===== src/rtl/fpcsr_pkg.sv =====
// Package: field layout, view indices and gap helpers for the FP control word.
// Assumes a 32-bit word with the condition codes split around flush-to-zero.
package fpcsr_pkg;

    localparam int CSR_W   = 32;
    localparam int IDX_W   = 5;
    localparam int FCC_N   = 8;
    localparam int EXC_N   = 6;
    localparam int FLG_N   = EXC_N - 1;
    localparam int UNIMP_B = EXC_N - 1;

    localparam int RM_LSB   = 0;
    localparam int FLG_LSB  = 2;
    localparam int ENA_LSB  = 7;
    localparam int CAU_LSB  = 12;
    localparam int FCC0_POS = 23;
    localparam int FS_POS   = 24;
    localparam int FCCH_LSB = 25;
    localparam int FS_VIEW_POS = 2;

    localparam logic [CSR_W-1:0] RM_MASK  = 32'h0000_0003;
    localparam logic [CSR_W-1:0] FLG_MASK = 32'h0000_007C;
    localparam logic [CSR_W-1:0] ENA_MASK = 32'h0000_0F80;
    localparam logic [CSR_W-1:0] CAU_MASK = 32'h0003_F000;
    localparam logic [CSR_W-1:0] RSV_MASK = 32'h007C_0000;
    localparam logic [CSR_W-1:0] FCC_MASK = 32'hFE80_0000;
    localparam logic [CSR_W-1:0] FS_MASK  = 32'h0100_0000;

    typedef enum logic [IDX_W-1:0] {
        VIEW_ID  = 5'd0,
        VIEW_CC  = 5'd25,
        VIEW_EXC = 5'd26,
        VIEW_ENA = 5'd28,
        VIEW_ALL = 5'd31
    } view_e;

    // Collect the eight condition codes with the flush-to-zero hole removed.
    function automatic logic [FCC_N-1:0] fcc_gather(input logic [CSR_W-1:0] w);
        return {w[CSR_W-1:FCCH_LSB], w[FCC0_POS]};
    endfunction

    // Spread eight condition codes back into their word positions.
    function automatic logic [CSR_W-1:0] fcc_scatter(input logic [FCC_N-1:0] c);
        logic [CSR_W-1:0] w;
        w = '0;
        w[FCC0_POS] = c[0];
        w[CSR_W-1:FCCH_LSB] = c[FCC_N-1:1];
        return w;
    endfunction

endpackage


===== src/rtl/fpcsr_wr_merge.sv =====
// Module: fpcsr_wr_merge
// Applies a software write through one of the aliased views to the current
// word. Purely combinational; assumes the caller registers the result.
module fpcsr_wr_merge
    import fpcsr_pkg::*;
(
    input  logic [CSR_W-1:0] cur_i,
    input  logic             wr_en_i,
    input  logic [IDX_W-1:0] idx_i,
    input  logic [CSR_W-1:0] wdata_i,
    output logic [CSR_W-1:0] nxt_o
);

    localparam logic [CSR_W-1:0] EXC_MASK  = CAU_MASK | FLG_MASK;
    localparam logic [CSR_W-1:0] KEEP_ENA  = FCC_MASK | CAU_MASK | FLG_MASK;
    localparam logic [CSR_W-1:0] TAKE_ENA  = ENA_MASK | RM_MASK;

    logic [CSR_W-1:0] cc_spread;
    logic [CSR_W-1:0] fs_from_view;

    // Expand the write data for the condition-code and enables views.
    always_comb begin
        cc_spread    = fcc_scatter(wdata_i[FCC_N-1:0]);
        fs_from_view = wdata_i[FS_VIEW_POS] ? FS_MASK : '0;
    end

    // Select which fields the addressed view replaces.
    always_comb begin
        nxt_o = cur_i;
        if (wr_en_i) begin
            case (idx_i)
                VIEW_CC:  nxt_o = (cur_i & ~FCC_MASK) | cc_spread;
                VIEW_EXC: nxt_o = (cur_i & ~EXC_MASK) | (wdata_i & EXC_MASK);
                VIEW_ENA: nxt_o = (cur_i & KEEP_ENA) | (wdata_i & TAKE_ENA) | fs_from_view;
                VIEW_ALL: nxt_o = wdata_i & ~RSV_MASK;
                default:  nxt_o = cur_i;
            endcase
        end
    end

endmodule


===== src/rtl/fpcsr_exc_merge.sv =====
// Module: fpcsr_exc_merge
// Merges one operation's status flags into the word: the cause is replaced,
// the trap is tested, then causes other than unimplemented become sticky.
// Assumes base_i already holds any same-cycle software write.
module fpcsr_exc_merge
    import fpcsr_pkg::*;
(
    input  logic [CSR_W-1:0] base_i,
    input  logic             upd_valid_i,
    input  logic [EXC_N-1:0] status_i,
    output logic [CSR_W-1:0] nxt_o,
    output logic             trap_req_o
);

    logic [FLG_N-1:0] enables;
    logic [FLG_N-1:0] hit;

    // Compare the new causes against the enables in force.
    always_comb begin
        enables = base_i[ENA_LSB +: FLG_N];
        hit     = status_i[FLG_N-1:0] & enables;
        trap_req_o = upd_valid_i && ((|hit) || status_i[UNIMP_B]);
    end

    // Replace cause, then accumulate the sticky flags.
    always_comb begin
        nxt_o = base_i;
        if (upd_valid_i) begin
            nxt_o = base_i & ~CAU_MASK;
            nxt_o[CAU_LSB +: EXC_N] = status_i;
            nxt_o[FLG_LSB +: FLG_N] = base_i[FLG_LSB +: FLG_N] | status_i[FLG_N-1:0];
        end
    end

endmodule


===== src/rtl/fpcsr_rd_view.sv =====
// Module: fpcsr_rd_view
// Forms the read data for the addressed view of the word; unused view bits
// read as zero. Combinational; assumes the read strobe qualifies the output.
module fpcsr_rd_view
    import fpcsr_pkg::*;
#(
    parameter logic [CSR_W-1:0] IMPL_REV = 32'h0000_0A31
) (
    input  logic [CSR_W-1:0] csr_i,
    input  logic             rd_en_i,
    input  logic [IDX_W-1:0] idx_i,
    output logic [CSR_W-1:0] rdata_o
);

    localparam logic [CSR_W-1:0] EXC_MASK = CAU_MASK | FLG_MASK;
    localparam logic [CSR_W-1:0] ENA_VIEW = ENA_MASK | RM_MASK;

    logic [CSR_W-1:0] cc_view;
    logic [CSR_W-1:0] ena_view;

    // Build the two views that move bits away from their word positions.
    always_comb begin
        cc_view  = '0;
        cc_view[FCC_N-1:0] = fcc_gather(csr_i);
        ena_view = csr_i & ENA_VIEW;
        ena_view[FS_VIEW_POS] = csr_i[FS_POS];
    end

    // Multiplex the addressed view onto the read bus.
    always_comb begin
        rdata_o = '0;
        if (rd_en_i) begin
            case (idx_i)
                VIEW_ID:  rdata_o = IMPL_REV;
                VIEW_CC:  rdata_o = cc_view;
                VIEW_EXC: rdata_o = csr_i & EXC_MASK;
                VIEW_ENA: rdata_o = ena_view;
                VIEW_ALL: rdata_o = csr_i & ~RSV_MASK;
                default:  rdata_o = '0;
            endcase
        end
    end

endmodule


===== src/rtl/fpcsr_unit.sv =====
// Module: fpcsr_unit (top)
// Holds the FP control/status word and its trap pulse. A software write is
// applied first, a datapath status update is merged on top, and the result
// is registered. Synchronous active-low reset clears everything.
module fpcsr_unit
    import fpcsr_pkg::*;
#(
    parameter logic [31:0] IMPL_REV = 32'h0000_0A31
) (
    input  logic        clk,
    input  logic        rst_n,
    input  logic        rd_en_i,
    input  logic        wr_en_i,
    input  logic [4:0]  idx_i,
    input  logic [31:0] wdata_i,
    output logic [31:0] rdata_o,
    input  logic        upd_valid_i,
    input  logic [5:0]  status_i,
    output logic [1:0]  rm_o,
    output logic        fs_o,
    output logic [7:0]  fcc_o,
    output logic        trap_o
);

    logic [CSR_W-1:0] csr_q;
    logic [CSR_W-1:0] after_wr;
    logic [CSR_W-1:0] after_upd;
    logic             trap_req;
    logic             trap_q;

    fpcsr_wr_merge u_wr (
        .cur_i   (csr_q),
        .wr_en_i (wr_en_i),
        .idx_i   (idx_i),
        .wdata_i (wdata_i),
        .nxt_o   (after_wr)
    );

    fpcsr_exc_merge u_exc (
        .base_i      (after_wr),
        .upd_valid_i (upd_valid_i),
        .status_i    (status_i),
        .nxt_o       (after_upd),
        .trap_req_o  (trap_req)
    );

    fpcsr_rd_view #(.IMPL_REV(IMPL_REV)) u_rd (
        .csr_i   (csr_q),
        .rd_en_i (rd_en_i),
        .idx_i   (idx_i),
        .rdata_o (rdata_o)
    );

    // Register the merged word and the trap request.
    always_ff @(posedge clk) begin
        if (!rst_n) begin
            csr_q  <= '0;
            trap_q <= 1'b0;
        end else begin
            csr_q  <= after_upd;
            trap_q <= trap_req;
        end
    end

    // Drive the continuous control outputs from the stored word.
    always_comb begin
        rm_o   = csr_q[RM_LSB +: 2];
        fs_o   = csr_q[FS_POS];
        fcc_o  = fcc_gather(csr_q);
        trap_o = trap_q;
    end

    AST_RSV_ZERO: assert property (@(posedge clk) disable iff (!rst_n)
        (csr_q & RSV_MASK) == '0);

    AST_TRAP_UNIMP: assert property (@(posedge clk) disable iff (!rst_n)
        (upd_valid_i && status_i[UNIMP_B]) |=> trap_o);

    AST_TRAP_QUIET: assert property (@(posedge clk) disable iff (!rst_n)
        !upd_valid_i |=> !trap_o);

    AST_STICKY_KEEP: assert property (@(posedge clk) disable iff (!rst_n)
        !(wr_en_i && (idx_i == VIEW_EXC || idx_i == VIEW_ALL))
        |=> ((csr_q[FLG_LSB +: FLG_N] & $past(csr_q[FLG_LSB +: FLG_N]))
             == $past(csr_q[FLG_LSB +: FLG_N])));

    AST_FCC_HOLD: assert property (@(posedge clk) disable iff (!rst_n)
        !(wr_en_i && (idx_i == VIEW_CC || idx_i == VIEW_ALL)) |=> $stable(fcc_o));

    AST_MODE_HOLD: assert property (@(posedge clk) disable iff (!rst_n)
        !(wr_en_i && (idx_i == VIEW_ENA || idx_i == VIEW_ALL))
        |=> ($stable(rm_o) && $stable(fs_o)));

endmodule


===== config.mk =====
export PLATFORM = sky130hd
export DESIGN_NAME = fpcsr_unit
export DESIGN_NICKNAME = d
export VERILOG_FILES = /design/src/rtl/fpcsr_pkg.sv /design/src/rtl/fpcsr_wr_merge.sv /design/src/rtl/fpcsr_exc_merge.sv /design/src/rtl/fpcsr_rd_view.sv /design/src/rtl/fpcsr_unit.sv
export SDC_FILE = /design/constraint.sdc
export NUM_CORES = 1
export LEC_CHECK = 0
export CAP_MARGIN = 20
export CORE_MARGIN = 4
export CORE_UTILIZATION = 43
export DETAILED_ROUTE_END_ITERATION = 12
export HOLD_SLACK_MARGIN = 0.05
export PLACE_DENSITY = 0.86
export RECOVER_POWER = 50
export SETUP_SLACK_MARGIN = 0.15
export SLEW_MARGIN = 20
export SYNTH_ARGS = -nofsm -noshare
export SYNTH_HDL_FRONTEND = slang
export SYNTH_SLANG_ARGS = --single-unit

===== constraint.sdc =====
create_clock -name clk -period 2.9 [get_ports clk]
set_input_delay 0.435 -clock clk [delete_from_list [all_inputs] [get_ports clk]]
set_output_delay 0.435 -clock clk [all_outputs]
set_load 0.02 [all_outputs]

==> metrics <==
Tmin final between 2 and 3 ns; Clock power frac a little over a quarter; Reg power frac around half; Ant. Diodes 0; synth top area cells dfxtp_1, mux2i_1, buf_4; Worst R2R Path Depth 3; DP Wirelength around 4000 um; Total GRT Usage between 15 and 20%; Worst Setup End Kind output pin; initial antenna violation count 0; Area Overhead vs Synth 47.88%; fmax ~370 MHz; worst slew pin tran about 0.87 ns; sequential share of the synthesized area 31.73%; # rows 23; dominant combinational cell family by area after synthesis simple AND/OR/NAND/NOR gates; TritonCTS Buffers 3; Yosys warning count 0; Synth Area in Adders 0%; clk_lat worst skew approximately 0.27 ns; Post-CTS Hold Buffers 0; count of cell types in the netlist 41; post-synth top area share a little under a third; htree depth 1; mean post-synth cell area slightly below 9 um^2; R2R setup slack about 1.8 ns; mapped cell area ~1800 um^2; mux share of post-synthesis cell area 10.20%; Synth Area in Simple Gates just under 30%; maxcap violations 0; Core Util, Final between 60% and 70%; cells after synthesis 204; DR vias 1788; run status completed; Power Total 796.7 uW; crit path DAT approximately 2.3 ns; post-synthesis compound-gate area fraction between 10% and 20%; CP Class input port to output pin; GPL Wtd Cong approximately 0.8; Synth Register Bits 28; CTS max path bufs 2; Routed WL per cell roughly 15 um; endpoints failing setup 0; max_slew headroom 42.08%; final hold vios 0; DRT antenna net count 0; Hold Path Class flip-flop to flip-flop; core region area around 4000 um^2; CP startpoint idx_i[4]; Reg clk slew, reported paths about 0.10 ns; switching share of power 25.97%; Initial Util 44.17%; num ports approximately 90; Final Skew between 0.0008 and 0.0009 ns; Root Buffer clkbuf_8; RSZ-0062 raised after global routing true; Int Pwr between 500 and 600 uW; CP startpoint kind input port; CP required 2.47 ns; Vias/cell roughly 5.4; die area around 5200 um^2; vias in the first global route 1710; slowest cell delay on critical path ~0.70 ns; die width between 70 and 80 um; Peak VDD IR about 0.15 mV; first-pass GRT wire length 8052 um; Worst path slowest cell dlygate4sd3_1; CP Capture Point rdata_o[14]; worst flop-to-flop path startpoint csr_q[7]; # DRC 0; cell taking the most area after synthesis dfxtp_1; Comb pwr share ~22%; reg-to-reg endpoint trap_o; switching power between 200 and 250 uW; Power Density 305.0 nW/um^2; PortBufs 81; global route overflow 0; initial drt markers 113; largest net degree at the start of global routing 29; WHS approximately 0.54 ns; height of the chip just over 70 um; 1st-pass router iterations 5; xor and xnor area share after synthesis 1.416%; leak pwr between 1 and 1.5 nW; Sinks on Clock Net 28; crit-path cells dlygate4sd3_1, nand2_1, a21oi_1, o21a_2, and3_1, clkdlybuf4s15_1; CTS tree yes; Final Cycle Share 93.34%; nets around 330; share of layout cells above drive strength 1 ~14%; final wirelength roughly 5100 um; peak fanout along the critical path 6; Max Slew Vio Count 0
-- placed cells by master, fill, tap and decap left out, types with 9 or more instances in the layout --
cell and count:
nand2_1 10, clkdlybuf4s50_1 40, buf_4 17, dlygate4sd3_1 14, and2_1 15, dfxtp_1 28
nor2_1 18, clkbuf_2 10, dlymetal6s2s_1 9, and3_1 11, mux2i_1 18, nor2b_1 13
-- power by group through the flow --
stage,Clock [mW],Sequential (mW),Combinational [mW]
floorplan,0,0.414,0.0891
global placement,0,0.414,0.174
detailed placement,0,0.415,0.177
CTS,0.220,0.406,0.178
global route,0.230,0.409,0.190
finish,0.214,0.406,0.176
-- final cells by class --
class                   instances  area (um^2)
multi-input cells             150         1023
inverters                       5        18.77
fillers                       359         1388
clock buffers                   3        41.29
repair buffers                 98        905.9
well taps                      50        62.56
flip-flops and latches         28        560.5
-- sequential cells by signal (all words and copies together) (netlist names) --
signal  flops
csr_q      27
trap_o      1
-- kinds of logic after synthesis --
family	Yosys count
buffers and inverters	30
AND/OR/NAND/NOR	85
other	1
AO/OA/AOI/OAI	40
multiplexers	18
flip-flops	28
XOR/XNOR	2
-- worst min-delay path by stage --
stage / start / to / slack [ns] / depth (start not counted)
3_3_place_gp: csr_q[8] / csr_q[8] / 0.52 / 2
5_1_grt: csr_q[1] / csr_q[1] / 0.57 / 2
3_5_place_dp: csr_q[8] / csr_q[8] / 0.52 / 2
2_1_floorplan: csr_q[8] / csr_q[8] / 0.49 / 2
6_report: csr_q[8] / csr_q[8] / 0.54 / 2
4_1_cts: csr_q[8] / csr_q[8] / 0.55 / 2
-- synth_stat cells --
cell type and count:
dfxtp_1 28, a222oi_1 5, o41ai_1 1, inv_1 5, nand3_1 2, nand3_2 2, nor2b_1 13, nand3b_1 2
o311a_1 1, buf_2 1, or2_1 2, nor3_2 1, and3_1 11, nor2_1 18, xor2_2 1, conb_1 1
a211oi_1 2, nand2_1 10, nor2_4 2, o21ai_0 2, a31oi_1 1, mux2i_1 18, buf_6 1, a21boi_1 5
nand4_2 1, o21ai_2 1, nor3b_1 3, nand2b_1 1, o221ai_1 1, and2_1 16, o21ai_1 5, a21oi_1 4
o22ai_1 1, a221oi_1 6, nor4b_4 1, buf_4 18, clkbuf_1 4, o21a_2 1, xnor2_1 1, buf_1 1
a22oi_1 4
-- per-layer routing --
layer | part of all wire (%) | wire (um) | track usage [%]
met1 | 43 | 2198 | 24.19
met2 | 49 | 2485 | 33.27
met3 | 6.7 | 343 | 4.017
met4 | 1.6 | 82 | 5.428
met5 | 0 | 0 | 0
-- worst max-delay path: cells and delay by family --
kind	cells	cell delay (ns)
AOI/OAI and AO/OA	2	0.46
and+or+nand+nor	2	0.35
buffers and inverters	2	1.02
-- what timing repair did --
item,in CTS,in global routing
hold endpoints to repair,0,0
buffers inserted,0,2
resized for setup,18,36
pin swaps,0,0
setup endpoints to repair,18,27
-- stage by stage --
step	setup TNS, ns	instances	setup slack (ns)	area [um^2]
3_5_place_dp	-0.4551	329	-0.06979	2597
3_3_place_gp	-0.1555	329	-0.02667	2597
5_1_grt	0	334	0.09453	2613
2_1_floorplan	0	208	0.8468	1782
4_1_cts	0	332	0.1526	2616
6_report	0	334	0.1931	2613
Note: power is estimated with default switching activity, not from simulation.
